**config.mk**
```make
export PLATFORM = sky130hd
export DESIGN_NAME = serial_rx_unit
export DESIGN_NICKNAME = d
export VERILOG_FILES = /design/src/rtl/serial_rx_pkg.sv /design/src/rtl/rx_bit_engine.sv /design/src/rtl/rx_idle_watch.sv /design/src/rtl/rx_flag_bank.sv /design/src/rtl/serial_rx_unit.sv
export SDC_FILE = /design/constraint.sdc
export NUM_CORES = 1
export LEC_CHECK = 0
export BUFFER_PORTS_ARGS = -buffer_cell sky130_fd_sc_hd__buf_2
export CAP_MARGIN = 15
export CORE_MARGIN = 3
export CORE_UTILIZATION = 45
export DETAILED_ROUTE_END_ITERATION = 12
export PLACE_DENSITY = 0.59
export SETUP_SLACK_MARGIN = 0.2
export SYNTH_ARGS = -nofsm -noshare
export SYNTH_HDL_FRONTEND = slang
export SYNTH_SLANG_ARGS = --single-unit
```
**constraint.sdc**
```tcl
create_clock -name clk -period 1.9 [get_ports clk]
set_input_delay 0.38 -clock clk [delete_from_list [all_inputs] [get_ports clk]]
set_output_delay 0.38 -clock clk [all_outputs]
set_load 0.005 [all_outputs]
```
**src/rtl/serial_rx_pkg.sv**
```systemverilog
// Shared types for the serial receive path.
// Assumes characters are at most 9 data bits wide.
package serial_rx_pkg;

    localparam int CHAR_W = 9;

    typedef enum logic [1:0] {
        RX_IDLE,
        RX_START,
        RX_DATA,
        RX_STOP
    } rx_state_t;

    // A finished character together with the error bits of its frame.
    typedef struct packed {
        logic [CHAR_W-1:0] data;
        logic              noise;
        logic              frame_err;
        logic              par_err;
    } rx_char_t;

endpackage

```
**src/rtl/rx_bit_engine.sv**
```systemverilog
// Frame engine: detects the start bit, votes each bit from three mid-bit
// samples, shifts data in LSB first and reports a finished character with
// its noise, framing and parity results as a one-cycle pulse.
// Assumes rx is already synchronised and tick is a one-cycle pulse.
module rx_bit_engine
    import serial_rx_pkg::*;
#(
    parameter int OVERSAMPLE = 16
) (
    input  logic     clk,
    input  logic     rst_n,
    input  logic     tick,
    input  logic     rx,
    input  logic     nine,
    input  logic     par_en,
    input  logic     par_odd,
    output logic     busy,
    output logic     done,
    output rx_char_t char_out
);

    localparam int            CW   = $clog2(OVERSAMPLE);
    localparam logic [CW-1:0] V_LO = CW'(OVERSAMPLE / 2 - 1);
    localparam logic [CW-1:0] V_MD = CW'(OVERSAMPLE / 2);
    localparam logic [CW-1:0] V_HI = CW'(OVERSAMPLE / 2 + 1);
    localparam logic [CW-1:0] LAST = CW'(OVERSAMPLE - 1);

    rx_state_t         state;
    logic [CW-1:0]     smp_cnt;
    logic [3:0]        bit_idx;
    logic              s_lo, s_md;
    logic [CHAR_W-1:0] shreg;
    logic              noise_acc;

    logic              vote, disagree;
    logic [3:0]        last_bit;
    logic [CHAR_W-1:0] aligned;

    // Majority vote and disagreement over the three mid-bit samples.
    always_comb begin
        vote     = (s_lo & s_md) | (s_lo & rx) | (s_md & rx);
        disagree = !((s_lo == s_md) && (s_md == rx));
        last_bit = nine ? 4'd8 : 4'd7;
        aligned  = nine ? shreg : {1'b0, shreg[CHAR_W-1:1]};
    end

    assign busy = (state != RX_IDLE);

    // Frame sequencing, sampling and character delivery.
    always_ff @(posedge clk) begin
        if (!rst_n) begin
            state     <= RX_IDLE;
            smp_cnt   <= '0;
            bit_idx   <= '0;
            s_lo      <= 1'b1;
            s_md      <= 1'b1;
            shreg     <= '0;
            noise_acc <= 1'b0;
            done      <= 1'b0;
            char_out  <= '0;
        end else begin
            done <= 1'b0;
            if (tick) begin
                if (state == RX_IDLE) begin
                    if (!rx) begin
                        state     <= RX_START;
                        smp_cnt   <= CW'(1);
                        noise_acc <= 1'b0;
                    end
                end else begin
                    smp_cnt <= (smp_cnt == LAST) ? '0 : smp_cnt + 1'b1;
                    if (smp_cnt == V_LO) s_lo <= rx;
                    if (smp_cnt == V_MD) s_md <= rx;
                    if (smp_cnt == V_HI) begin
                        noise_acc <= noise_acc | disagree;
                        case (state)
                            RX_START: if (vote) state <= RX_IDLE;
                            RX_DATA:  shreg <= {vote, shreg[CHAR_W-1:1]};
                            RX_STOP: begin
                                state              <= RX_IDLE;
                                done               <= 1'b1;
                                char_out.data      <= aligned;
                                char_out.noise     <= noise_acc | disagree;
                                char_out.frame_err <= !vote;
                                char_out.par_err   <= par_en & ((^aligned) ^ par_odd);
                            end
                            default: ;
                        endcase
                    end
                    if (smp_cnt == LAST) begin
                        if (state == RX_START) begin
                            state   <= RX_DATA;
                            bit_idx <= '0;
                        end else if (state == RX_DATA) begin
                            if (bit_idx == last_bit) state <= RX_STOP;
                            else                     bit_idx <= bit_idx + 1'b1;
                        end
                    end
                end
            end
        end
    end

endmodule

```
**src/rtl/rx_idle_watch.sv**
```systemverilog
// Idle-line detector: counts consecutive high samples while no frame is
// in progress and pulses once when one character time has elapsed.
// Assumes it is re-armed only by char_done; starts disarmed after reset.
module rx_idle_watch #(
    parameter int OVERSAMPLE = 16
) (
    input  logic clk,
    input  logic rst_n,
    input  logic tick,
    input  logic rx,
    input  logic busy,
    input  logic nine,
    input  logic char_done,
    output logic idle_hit
);

    localparam int           LIM8 = OVERSAMPLE * 10;
    localparam int           LIM9 = OVERSAMPLE * 11;
    localparam int           QW   = $clog2(LIM9 + 1);
    localparam logic [QW-1:0] L8  = QW'(LIM8);
    localparam logic [QW-1:0] L9  = QW'(LIM9);

    logic [QW-1:0] quiet_cnt;
    logic [QW-1:0] limit;
    logic          armed;

    assign limit = nine ? L9 : L8;

    // Count high samples, saturate, fire once per arming.
    always_ff @(posedge clk) begin
        if (!rst_n) begin
            quiet_cnt <= '0;
            armed     <= 1'b0;
            idle_hit  <= 1'b0;
        end else begin
            idle_hit <= 1'b0;
            if (tick) begin
                if (rx && !busy) begin
                    if (quiet_cnt < limit) quiet_cnt <= quiet_cnt + 1'b1;
                    if ((quiet_cnt == limit - 1'b1) && armed) begin
                        idle_hit <= 1'b1;
                        armed    <= 1'b0;
                    end
                end else begin
                    quiet_cnt <= '0;
                end
            end
            if (char_done) armed <= 1'b1;
        end
    end

endmodule

```
**src/rtl/rx_flag_bank.sv**
```systemverilog
// Receive data register and status flags. Applies the overrun rule
// (keep the buffered character) and the two-step clearing sequence.
// Assumes done and idle_hit are one-cycle pulses.
module rx_flag_bank
    import serial_rx_pkg::*;
(
    input  logic              clk,
    input  logic              rst_n,
    input  logic              done,
    input  rx_char_t          char_in,
    input  logic              idle_hit,
    input  logic              rd_stat,
    input  logic              rd_data,
    output logic [CHAR_W-1:0] rdata,
    output logic              f_ready,
    output logic              f_idle,
    output logic              f_overrun,
    output logic              f_noise,
    output logic              f_frame,
    output logic              f_parity
);

    logic stat_seen;
    logic clear_err;
    logic still_full;

    assign clear_err  = rd_data && stat_seen;
    assign still_full = f_ready && !rd_data;

    // Flag updates: clears first, then new events override.
    always_ff @(posedge clk) begin
        if (!rst_n) begin
            rdata     <= '0;
            f_ready   <= 1'b0;
            f_idle    <= 1'b0;
            f_overrun <= 1'b0;
            f_noise   <= 1'b0;
            f_frame   <= 1'b0;
            f_parity  <= 1'b0;
            stat_seen <= 1'b0;
        end else begin
            if (rd_stat) stat_seen <= 1'b1;
            if (rd_data) begin
                stat_seen <= 1'b0;
                f_ready   <= 1'b0;
            end
            if (clear_err) begin
                f_overrun <= 1'b0;
                f_noise   <= 1'b0;
                f_frame   <= 1'b0;
                f_parity  <= 1'b0;
                f_idle    <= 1'b0;
            end
            if (idle_hit) f_idle <= 1'b1;
            if (done) begin
                if (still_full) begin
                    f_overrun <= 1'b1;
                end else begin
                    rdata    <= char_in.data;
                    f_ready  <= 1'b1;
                    f_noise  <= char_in.noise;
                    f_frame  <= char_in.frame_err;
                    f_parity <= char_in.par_err;
                end
            end
        end
    end

endmodule

```
**src/rtl/serial_rx_unit.sv**
```systemverilog
// Top of the serial receive path: input synchroniser, frame engine,
// idle detector and flag bank. Assumes os_tick runs at OVERSAMPLE times
// the bit rate and that configuration changes only while idle.
module serial_rx_unit
    import serial_rx_pkg::*;
#(
    parameter int OVERSAMPLE  = 16,
    parameter int SYNC_STAGES = 2
) (
    input  logic       clk,
    input  logic       rst_n,
    input  logic       rx_in,
    input  logic       os_tick,
    input  logic       cfg_nine,
    input  logic       cfg_par_en,
    input  logic       cfg_par_odd,
    input  logic       rd_stat,
    input  logic       rd_data,
    output logic [8:0] rdata,
    output logic       f_ready,
    output logic       f_active,
    output logic       f_idle,
    output logic       f_overrun,
    output logic       f_noise,
    output logic       f_frame,
    output logic       f_parity
);

    logic [SYNC_STAGES-1:0] sync_q;
    logic                   rx_s;
    logic                   busy;
    logic                   char_done;
    logic                   idle_hit;
    rx_char_t               char_bus;

    generate
        if (SYNC_STAGES == 1) begin : g_sync1
            // Single-stage capture of the line, idle value high.
            always_ff @(posedge clk) begin
                if (!rst_n) sync_q <= 1'b1;
                else        sync_q <= rx_in;
            end
        end else begin : g_syncn
            // Multi-stage synchroniser chain, idle value high.
            always_ff @(posedge clk) begin
                if (!rst_n) sync_q <= '1;
                else        sync_q <= {sync_q[SYNC_STAGES-2:0], rx_in};
            end
        end
    endgenerate

    assign rx_s     = sync_q[SYNC_STAGES-1];
    assign f_active = busy;

    rx_bit_engine #(.OVERSAMPLE(OVERSAMPLE)) u_engine (
        .clk      (clk),
        .rst_n    (rst_n),
        .tick     (os_tick),
        .rx       (rx_s),
        .nine     (cfg_nine),
        .par_en   (cfg_par_en),
        .par_odd  (cfg_par_odd),
        .busy     (busy),
        .done     (char_done),
        .char_out (char_bus)
    );

    rx_idle_watch #(.OVERSAMPLE(OVERSAMPLE)) u_idle (
        .clk       (clk),
        .rst_n     (rst_n),
        .tick      (os_tick),
        .rx        (rx_s),
        .busy      (busy),
        .nine      (cfg_nine),
        .char_done (char_done),
        .idle_hit  (idle_hit)
    );

    rx_flag_bank u_flags (
        .clk       (clk),
        .rst_n     (rst_n),
        .done      (char_done),
        .char_in   (char_bus),
        .idle_hit  (idle_hit),
        .rd_stat   (rd_stat),
        .rd_data   (rd_data),
        .rdata     (rdata),
        .f_ready   (f_ready),
        .f_idle    (f_idle),
        .f_overrun (f_overrun),
        .f_noise   (f_noise),
        .f_frame   (f_frame),
        .f_parity  (f_parity)
    );

endmodule

```
==> results of run 1 <==
==> worst paths after layout <==
path / from / endpoint / slack, ns / cells after the start
worst min register to register: sync_q[0]$_SDFF_PN1_ / sync_q[1]$_SDFF_PN1_ / 0.42 / 1
worst max-delay path: u_engine.state[1]$_SDFFE_PN0P_ / u_engine.s_lo$_SDFFE_PN1P_ / 0.30 / 6
worst min-delay path: rx_in / sync_q[0]$_SDFF_PN1_ / 0.23 / 2
worst max register to register: u_engine.state[1]$_SDFFE_PN0P_ / u_engine.s_lo$_SDFFE_PN1P_ / 0.30 / 6
==> sequential cells by signal (all words and copies together), names as in the netlist, 2 cells and up <==
name               cells
sync_q                 2
u_engine.bit_idx       4
u_engine.char_out     12
u_engine.shreg         9
u_engine.smp_cnt       4
u_engine.state         2
u_flags.rdata          9
u_idle.quiet_cnt       8
==> kinds of logic (layout without fill, tap and decap cells) <==
| kind of cell | Yosys count | after routing | synth area share |
|---|---|---|---|
| compound gates | 62 | 62 | 0.137 |
| xor+xnor | 15 | 15 | 0.0503 |
| fa+ha+maj | 12 | 12 | 0.0521 |
| buf+inv | 24 | 62 | 0.0377 |
| flops | 63 | 63 | 0.437 |
| mux | 19 | 19 | 0.0703 |
| simple gates | 134 | 134 | 0.215 |
==> timing repair <==
action,4_1_cts,5_1_grt
gates resized for setup,2,6
endpoints found under the setup margin,4,32
setup buffers,0,0
gates cloned,0,0
==> worst register-to-register path, cell delays in order, from the launching register on <==
cell and delay [ns]:
dfxtp_2 0.37, inv_1 0.07, ha_2 0.20, nand2b_2 0.23
nor3_1 0.32, mux2i_1 0.23, nand2_1 0.06
==> area by class of cell <==
class                   instances  area (um2)
clock inverters                 4        45.0
flip-flops and latches         63        1260
fillers                       575        2700
well taps                      75        93.8
clock buffers                  12         145
inverters                       9        33.8
multi-input cells             242        1530
repair buffers                 37         243
==> through the flow <==
step / std cells / setup slack (ns)
detailed placement: 426 / 0.154
global route: 442 / 0.158
CTS: 442 / 0.177
finish: 442 / 0.304
global placement: 426 / 0.175
floorplan: 329 / 0.279
==> layout by cell type (no fill, tap or decap), types with 2 or more instances in the layout <==
cell type	Yosys	layout
xor2_1	5	5
dfxtp_1	63	62
buf_12	0	2
and2_1	4	3
and3_1	6	5
inv_1	8	8
clkbuf_8	0	10
nand3_1	13	13
nand2_2	2	3
nand2_1	45	44
clkbuf_1	3	2
mux2i_1	18	18
xnor2_1	9	9
nor3_1	6	6
ha_1	12	11
nand4b_1	2	2
a21oi_1	28	28
a31oi_1	2	2
o21ai_1	3	3
o21ai_0	7	7
buf_2	6	24
a211oi_1	9	9
nand2b_1	5	4
buf_4	1	11
nor2_1	41	41
nand4_1	2	2
o211ai_1	4	4
clkinv_2	0	3
==> where the power goes <==
part	internal, mW	switching, mW	total, mW
Sequential	1.33	0.00748	1.34
Combinational	0.0556	0.0791	0.135
Clock	0.636	0.486	1.12
Total	2.02	0.572	2.59
==> routing by layer <==
| metal | GRT usage | share of wire | wire [um] |
|---|---|---|---|
| met4 | 0.0604 | 0.013 | 78 |
| met5 | 0 | 0 | 0 |
| met2 | 0.256 | 0.45 | 2600 |
| met3 | 0.0403 | 0.026 | 154 |
| met1 | 0.228 | 0.51 | 2990 |
==> flow_summary.json, run 1 <==
{
  "power_mw": 2.59,
  "die_w_um": 86.1,
  "vias_per_cell": 5.24,
  "pin_count": 25,
  "grt_setup_unrepaired": "yes",
  "vias": 2317,
  "setup_tns_ns": 0,
  "grt_pass1_vias": 2106,
  "yosysMostFrequentCell": "dfxtp_1",
  "max_slew.worst_pin.slew_ns": 0.420,
  "path_buf_inv": 1,
  "setup_viol": 0,
  "ys_seq_elements": 63,
  "synth-seq-area-share": 0.437,
  "grt-ovfl-total": 0,
  "remaining_drc_errors": 0,
  "peakVddDrop_uv": 629,
  "post-route-min-period_ns": 1.60,
  "hold-worst-slack_ns": 0.228,
  "cp-end-kind": "register",
  "grt_usage": 0.167,
  "async_flop_share": 0,
  "fp.dieH_um": 86.1,
  "skew_ns": 0.00850,
  "ys_top_cells_by_area": "dfxtp_1 (44%), mux2i_1 (6.2%), nand2_1 (5.9%)",
  "synth_top_area_share": 0.437,
  "synth_top_cell_by_area": "dfxtp_1",
  "drtPass1Iterations": 4,
  "worstPathArrival_ns": 1.81,
  "antenna_found_initial": 0,
  "place_congestion": 0.813,
  "initial_core_util": 0.476,
  "cts_root_buffer": "clkbuf_8",
  "synthTopCellsByCount": "dfxtp_1 (63), nand2_1 (45), nor2_1 (41), a21oi_1 (28), mux2i_1 (18)",
  "rows": 28,
  "crit_type": "register to register",
  "post_route_cells_drive_above_1_share": 0.185,
  "required_ns": 2.12,
  "syn_nets": 350,
  "clk_pin_slew_ns": 0.07,
  "cts_sinks": 63,
  "critPathMaxFanout": 6,
  "cp_slowest_cell": "dfxtp_2",
  "netlist_area_um2": 2880,
  "power_density_nw_per_um2": 773,
  "final_cell_area_um2": 3360,
  "cts_tree": "built",
  "routed_wl_um": 5820,
  "drv_cap": 0,
  "finalCritPeriodShare": 0.840,
  "wire_per_inst_um": 13.2,
  "path_cells": "inv_1, ha_2, nand2b_2, nor3_1, mux2i_1, nand2_1",
  "drtIter0Drc": 97,
  "start_kind": "register",
  "slew_violations": 0,
  "synth_flop_cell": "dfxtp_1",
  "clock_latency_ns": 0.33,
  "placed_area_um2": 3150,
  "coreArea_um2": 6060,
  "critPathMaxStageDelay_ns": 0.37,
  "clock_path_buffers": 2,
  "hpwl_um": 4100,
  "synth_edf_count": 0,
  "status": "finished clean",
  "numCtsBuffers": 9,
  "ys_warn_count": 0,
  "drtAntennaViolNets": 0,
  "grt_pass1_wl_um": 9800,
  "n_antenna_cell": 0,
  "die_area_um2": 7410,
  "synthCells": 329,
  "io_buffers": 24,
  "layout.nets": 383,
  "hold_viol_final": 0,
  "fmax_mhz": 626,
  "hp-class": "primary input to register",
  "ctsHoldBuffers": 0,
  "utilization": 0.554,
  "cts-htree-levels": 3,
  "relSlewSlack": 0.720,
  "synth_cell_types": 47,
  "area_growth_pct": 16.4,
  "leakage_nw": 1.34,
  "grt_max_degree": 42,
  "crit_family": "simple AND/OR/NAND/NOR gates",
  "avgSynthCellArea_um2": 8.77
}
(Power assumes the default switching activity.)
==> run 2, diff against run 1 <==
==> constraint.sdc (replaced) <==
create_clock -name clk -period 1.6 [get_ports clk]
set_input_delay 0.32 -clock clk [delete_from_list [all_inputs] [get_ports clk]]
set_output_delay 0.32 -clock clk [all_outputs]
set_load 0.005 [all_outputs]
==> run 2 against run 1 <==
Effect of this change: register-to-register slack lost 0.23 ns; critical path type unchanged; non-clock buffer count grew 31; critical endpoint is now u_idle.quiet_cnt[7]$_SDFFE_PN0P_; hold slack lost 0.047 ns.
==> flow_summary.json, run 2 (synthesis gave the netlist of run 1 again) <==
{
  "power_density_nw_per_um2": 854,
  "cts_root_buffer": "clkbuf_8",
  "worstPathArrival_ns": 1.75,
  "grt_pass1_vias": 2301,
  "clock_path_buffers": 2,
  "leakage_nw": 1.57,
  "hp-class": "primary input to register",
  "critPathMaxStageDelay_ns": 0.33,
  "n_antenna_cell": 0,
  "numCtsBuffers": 9,
  "hpwl_um": 4170,
  "grt_max_degree": 45,
  "vias_per_cell": 5.17,
  "slew_violations": 0,
  "vias": 2463,
  "io_buffers": 24,
  "setup_viol": 0,
  "post-route-min-period_ns": 1.52,
  "fmax_mhz": 657,
  "regMostFlops": "u_engine.char_out",
  "utilization": 0.650,
  "layout_common_cells": "dfxtp_1 (53), nand2_1 (44), nor2_1 (36)",
  "skew_ns": 0.00916,
  "post_route_cells_drive_above_1_share": 0.359,
  "dp_cells": 436,
  "clk_pin_slew_ns": 0.08,
  "area_growth_pct": 36.6,
  "grtUsageMet2": 0.299,
  "die_w_um": 86.1,
  "use_met1": 0.227,
  "grt_setup_unrepaired": "yes",
  "largestRegisters": "u_engine.char_out (12), u_engine.shreg (9), u_flags.rdata (9)",
  "cp_slowest_cell": "dfxtp_2",
  "hold_viol_final": 0,
  "antenna_found_initial": 0,
  "pin_count": 25,
  "crit_family": "flip-flops",
  "finalCritPeriodShare": 0.952,
  "rows": 28,
  "grt_usage": 0.181,
  "max_slew.worst_pin.slew_ns": 0.403,
  "fp.dieH_um": 86.1,
  "drtPass1Iterations": 5,
  "grt-busiest-layer": "met2",
  "die_area_um2": 7410,
  "start_kind": "register",
  "cts_tree": "built",
  "critPathMaxFanout": 5,
  "peakVddDrop_uv": 533,
  "coreArea_um2": 6060,
  "layout.nets": 417,
  "crit_type": "register to register",
  "initial_core_util": 0.476,
  "cts-htree-levels": 3,
  "hold-worst-slack_ns": 0.182,
  "instances_no_fill": 476,
  "drv_cap": 0,
  "cp-end-kind": "register",
  "grt_pass1_wl_um": 10700,
  "cts_sinks": 63,
  "largest_reg_flops": 12,
  "drtAntennaViolNets": 0,
  "status": "finished clean",
  "place_congestion": 0.816,
  "path_cells": "inv_2, ha_4, buf_12, nand2_8, and2_4, a21oi_4, buf_6, nor3_1, o21ba_1",
  "path_buf_inv": 3,
  "clock_latency_ns": 0.33,
  "grt-ovfl-total": 0,
  "routed_wl_um": 6760,
  "required_ns": 1.83,
  "wire_per_inst_um": 14.2,
  "use_met3": 0.0365,
  "mostFrequentLayoutCell": "dfxtp_1",
  "relSlewSlack": 0.731,
  "remaining_drc_errors": 0,
  "drtIter0Drc": 105
}
-- run 2: cell count changes in the layout (fill, tap and decap cells not counted), moves of 6 or more --
cell and delta:
ha_1 -6, dfxtp_2 +9, dfxtp_1 -9, buf_6 +9, buf_4 +20, and3_4 +6
-- run 2: per-layer routing --
| metal | wire (um) | vias to the layer above |
|---|---|---|
| li1 | - | 1275 |
| met3 | 226 | 10 |
| met5 | 0 | - |
| met2 | 3290 | 38 |
| met4 | 106 | 0 |
| met1 | 3140 | 1140 |
-- run 2: worst reg2reg max path, stage by stage, from the launching register on --
cell and delay (ns):
dfxtp_2 0.33, inv_2 0.08, ha_4 0.19, buf_12 0.12, nand2_8 0.05, and2_4 0.15, a21oi_4 0.17, buf_6 0.13
nor3_1 0.04, o21ba_1 0.16
-- run 2: area by class of cell --
cell class | instances | area, um2
fill | 517 | 2120
multi-input combinational | 245 | 1780
sequential | 63 | 1270
timing repair buffer | 68 | 534
clock buffer | 11 | 141
tap | 75 | 93.8
clock inverter | 5 | 81.3
inverter | 9 | 33.8
-- run 2: stage by stage --
stage | setup slack, ns | power [mW] | setup TNS (ns) | cell area (um2)
global placement | 0.0428 | 1.81 | 0 | 3280
floorplan | 0.185 | 1.73 | 0 | 2960
CTS | 0.117 | 3.35 | 0 | 3660
global route | 0.0257 | 3.49 | 0 | 3940
detailed placement | -0.0377 | 1.81 | -0.0377 | 3280
finish | 0.0769 | 3.36 | 0 | 3940
-- run 2: power by group --
part           switching, mW  total, mW  leakage (nW)  internal, mW
Combinational          0.120      0.235         0.951         0.115
Sequential            0.0116       1.59         0.512          1.58
Clock                  0.616       1.54         0.110         0.921
Total                  0.748       3.36          1.57          2.62
-- run 2: what timing repair did --
action,in CTS,in global routing
setup endpoints to repair,33,41
hold buffers,0,0
pin swaps,7,24
setup buffers,7,13
cloned,2,2
gates resized for setup,23,38
-- run 2: path summary, 6_finish.rpt --
path,startpoint,depth (start not counted),endpoint,slack [ns]
max reg2reg,u_engine.state[1]$_SDFFE_PN0P_,9,u_idle.quiet_cnt[7]$_SDFFE_PN0P_,0.08
min,rx_in,2,sync_q[0]$_SDFF_PN1_,0.18
min reg2reg,sync_q[0]$_SDFF_PN1_,1,sync_q[1]$_SDFF_PN1_,0.41
max,u_engine.state[1]$_SDFFE_PN0P_,9,u_idle.quiet_cnt[7]$_SDFFE_PN0P_,0.08
==> run 3, diff against run 2 <==
--- a/config.mk
+++ b/config.mk
@@ -5,6 +5,7 @@
 export SDC_FILE = /design/constraint.sdc
 export NUM_CORES = 1
 export LEC_CHECK = 0
+export ABC_AREA = 1
 export BUFFER_PORTS_ARGS = -buffer_cell sky130_fd_sc_hd__buf_2
 export CAP_MARGIN = 15
 export CORE_MARGIN = 3
==> run 3 against run 2 <==
Effect of this change: clock-buffer cell count fell by 2; final area grew 1.2%; first-iteration DRC count decreased by 28%; hold slack worse by 0.022 ns; total power fell by 4.1%; clock skew is 0.0029 ns lower; utilization decreased by 3.3 points; sequential power is essentially flat; critical path type unchanged; largest power group unchanged.
==> flow_summary.json, run 3 <==
{
  "crit_type": "register to register",
  "synth_flop_cell": "dfxtp_1",
  "clock_path_buffers": 2,
  "worstPathArrival_ns": 1.72,
  "ctsHoldBuffers": 0,
  "grt_pass1_wl_um": 11800,
  "place_congestion": 0.843,
  "syn_nets": 430,
  "status": "finished clean",
  "setup_viol": 0,
  "utilization": 0.617,
  "routed_wl_um": 6940,
  "leakage_nw": 1.72,
  "critPathMaxFanout": 6,
  "relSlewSlack": 0.781,
  "grt_usage": 0.192,
  "instances_no_fill": 548,
  "fp.dieH_um": 88.5,
  "drtIter0Drc": 76,
  "pin_count": 25,
  "path_common_cell": "nor2_4",
  "path_cells": "inv_2, ha_4, nor2_4, inv_4, nor2_4, nand2_4, inv_8, buf_12, nor2_1, a211oi_2",
  "top_layer": "met4",
  "post-route-min-period_ns": 1.46,
  "peakVddDrop_uv": 585,
  "placed_area_um2": 3350,
  "cp_slowest_cell": "dfxtp_2",
  "final_cell_area_um2": 3990,
  "skew_ns": 0.00624,
  "finalCritPeriodShare": 0.911,
  "numCtsBuffers": 9,
  "synth_edf_count": 0,
  "wl_met2_um": 3380,
  "drtAntennaViolNets": 0,
  "reg2regPathDepth": 10,
  "layout.nets": 487,
  "hold_viol_final": 0,
  "ys_seq_elements": 63,
  "area_growth_pct": 30.0,
  "max_slew.worst_pin.slew_ns": 0.327,
  "largest_reg_flops": 12,
  "r2r_setup_slack_ns": 0.14,
  "r2r-start": "u_engine.state[1]$_SDFFE_PN0P_",
  "synthTopCellsByCount": "nand2_1 (74), dfxtp_1 (63), nor2_1 (51), inv_1 (46), o21ai_0 (35)",
  "ys_top_cells_by_area": "dfxtp_1 (41%), nand2_1 (9.1%), nor2_1 (6.2%)",
  "wire_per_inst_um": 12.7,
  "whs_endpoint": "u_flags.stat_seen$_SDFFE_PP0P_",
  "dp_cells": 511,
  "cts-htree-levels": 3,
  "post_route_cells_drive_above_1_share": 0.327,
  "fmax_mhz": 686,
  "regMostFlops": "u_engine.char_out",
  "cp-end-kind": "register",
  "power_mw": 3.23,
  "wl_met3_um": 223,
  "largestRegisters": "u_engine.char_out (12), u_engine.shreg (9), u_flags.rdata (9)",
  "min_from": "rd_data",
  "wl_met1_um": 3270,
  "mostFrequentLayoutCell": "nand2_1",
  "grt_pass1_vias": 2575,
  "avgSynthCellArea_um2": 7.49,
  "slew_violations": 0,
  "clock_latency_ns": 0.34,
  "n_antenna_cell": 0,
  "grt_setup_unrepaired": "yes",
  "synth_cell_types": 37,
  "synth_top_cell_by_area": "dfxtp_1",
  "drv_cap": 0,
  "rr_endpoint": "u_engine.char_out[7]$_SDFFE_PN0P_",
  "synth_top_area_share": 0.411,
  "required_ns": 1.86,
  "grt_max_degree": 22,
  "synth-seq-area-share": 0.411,
  "remaining_drc_errors": 0,
  "antenna_found_initial": 0,
  "yosysMostFrequentCell": "nand2_1",
  "die_area_um2": 7840,
  "power_density_nw_per_um2": 809,
  "start_kind": "register",
  "crit_family": "simple AND/OR/NAND/NOR gates",
  "io_buffers": 24,
  "coreArea_um2": 6460,
  "cts_sinks": 63,
  "hpwl_um": 4620,
  "rows": 29,
  "vias": 2776,
  "ys_warn_count": 0,
  "layout_common_cells": "nand2_1 (68), dfxtp_1 (56), nor2_1 (45)",
  "cts_root_buffer": "clkbuf_8",
  "vias_per_cell": 5.07,
  "cts_tree": "built",
  "clk_pin_slew_ns": 0.08,
  "hp-class": "primary input to register",
  "drtPass1Iterations": 4,
  "holdPathStages": 2,
  "netlist_area_um2": 3070,
  "die_w_um": 88.5,
  "synthCells": 409,
  "grt-ovfl-total": 0,
  "initial_core_util": 0.475,
  "critPathMaxStageDelay_ns": 0.35,
  "async_flop_share": 0,
  "path_buf_inv": 4
}
==> run 3: cell types whose count changed after synthesis, sizes merged, moves of 4 or more <==
cell	change
inv	+43
nand2	+36
o21ai	+35
mux2i	-19
nor2	+15
xnor2	-8
and3	-6
nand2b	-5
nor3b	+5
and2	-4
==> run 3: layer usage <==
metal,vias to the layer above,GRT usage
li1,1459,-
met1,1267,0.253
met2,43,0.306
met3,7,0.0540
met4,0,0.0591
met5,-,0
==> run 3: kinds of logic after synthesis <==
group / synth area share
flip-flops: 0.411
XOR/XNOR: 0.0139
AND/OR/NAND/NOR: 0.255
buffers and inverters: 0.0902
AO/OA/AOI/OAI: 0.181
adder cells (fa/ha/maj): 0.0490
==> run 3: where the power goes <==
| part | total, mW | leakage (nW) | internal (mW) | switching, mW |
|---|---|---|---|---|
| clock network | 1.38 | 0.0992 | 0.721 | 0.660 |
| registers | 1.59 | 0.512 | 1.58 | 0.0112 |
| logic | 0.254 | 1.10 | 0.100 | 0.154 |
==> run 3: how the worst max path moves through the flow <==
| stage | startpoint | end | slack, ns | cells after the start |
|---|---|---|---|---|
| 6_report | u_engine.state[1]$_SDFFE_PN0P_ | u_engine.char_out[7]$_SDFFE_PN0P_ | 0.14 | 10 |
| 5_1_grt | u_engine.state[1]$_SDFFE_PN0P_ | u_engine.char_out[7]$_SDFFE_PN0P_ | 0.05 | 10 |
| 4_1_cts | u_engine.state[0]$_SDFFE_PN0P_ | u_engine.char_out[8]$_SDFFE_PN0P_ | 0.13 | 10 |
| 3_5_place_dp | rd_data | u_flags.f_parity$_SDFF_PN0_ | -0.07 | 6 |
| 3_3_place_gp | cfg_nine | u_engine.char_out[0]$_SDFFE_PN0P_ | 0.03 | 11 |
| 2_1_floorplan | u_engine.state[0]$_SDFFE_PN0P_ | u_engine.char_out[3]$_SDFFE_PN0P_ | 0.21 | 10 |
==> run 3: layout make-up <==
type	instances	area [um2]
fillers	583	2470
multi-input cells	282	1730
flip-flops and latches	63	1270
repair buffers	57	473
inverters	53	218
clock buffers	9	124
well taps	77	96.3
clock inverters	7	73.8
==> run 3: timing repair <==
| action | in CTS | in global routing |
|---|---|---|
| buffers inserted | 15 | 4 |
| gates resized for setup | 39 | 29 |
| cloned | 2 | 0 |
| setup endpoints to repair | 43 | 55 |
| hold endpoints to repair | 0 | 0 |
| pin swaps | 6 | 13 |
==> run 3: through the flow <==
step                hold WS [ns]  TNS (ns)  worst slack [ns]
floorplan                  0.393         0             0.205
global placement           0.395         0            0.0261
detailed placement         0.404    -0.213           -0.0742
CTS                        0.147         0             0.131
global route               0.142         0            0.0506
finish                     0.160         0             0.142
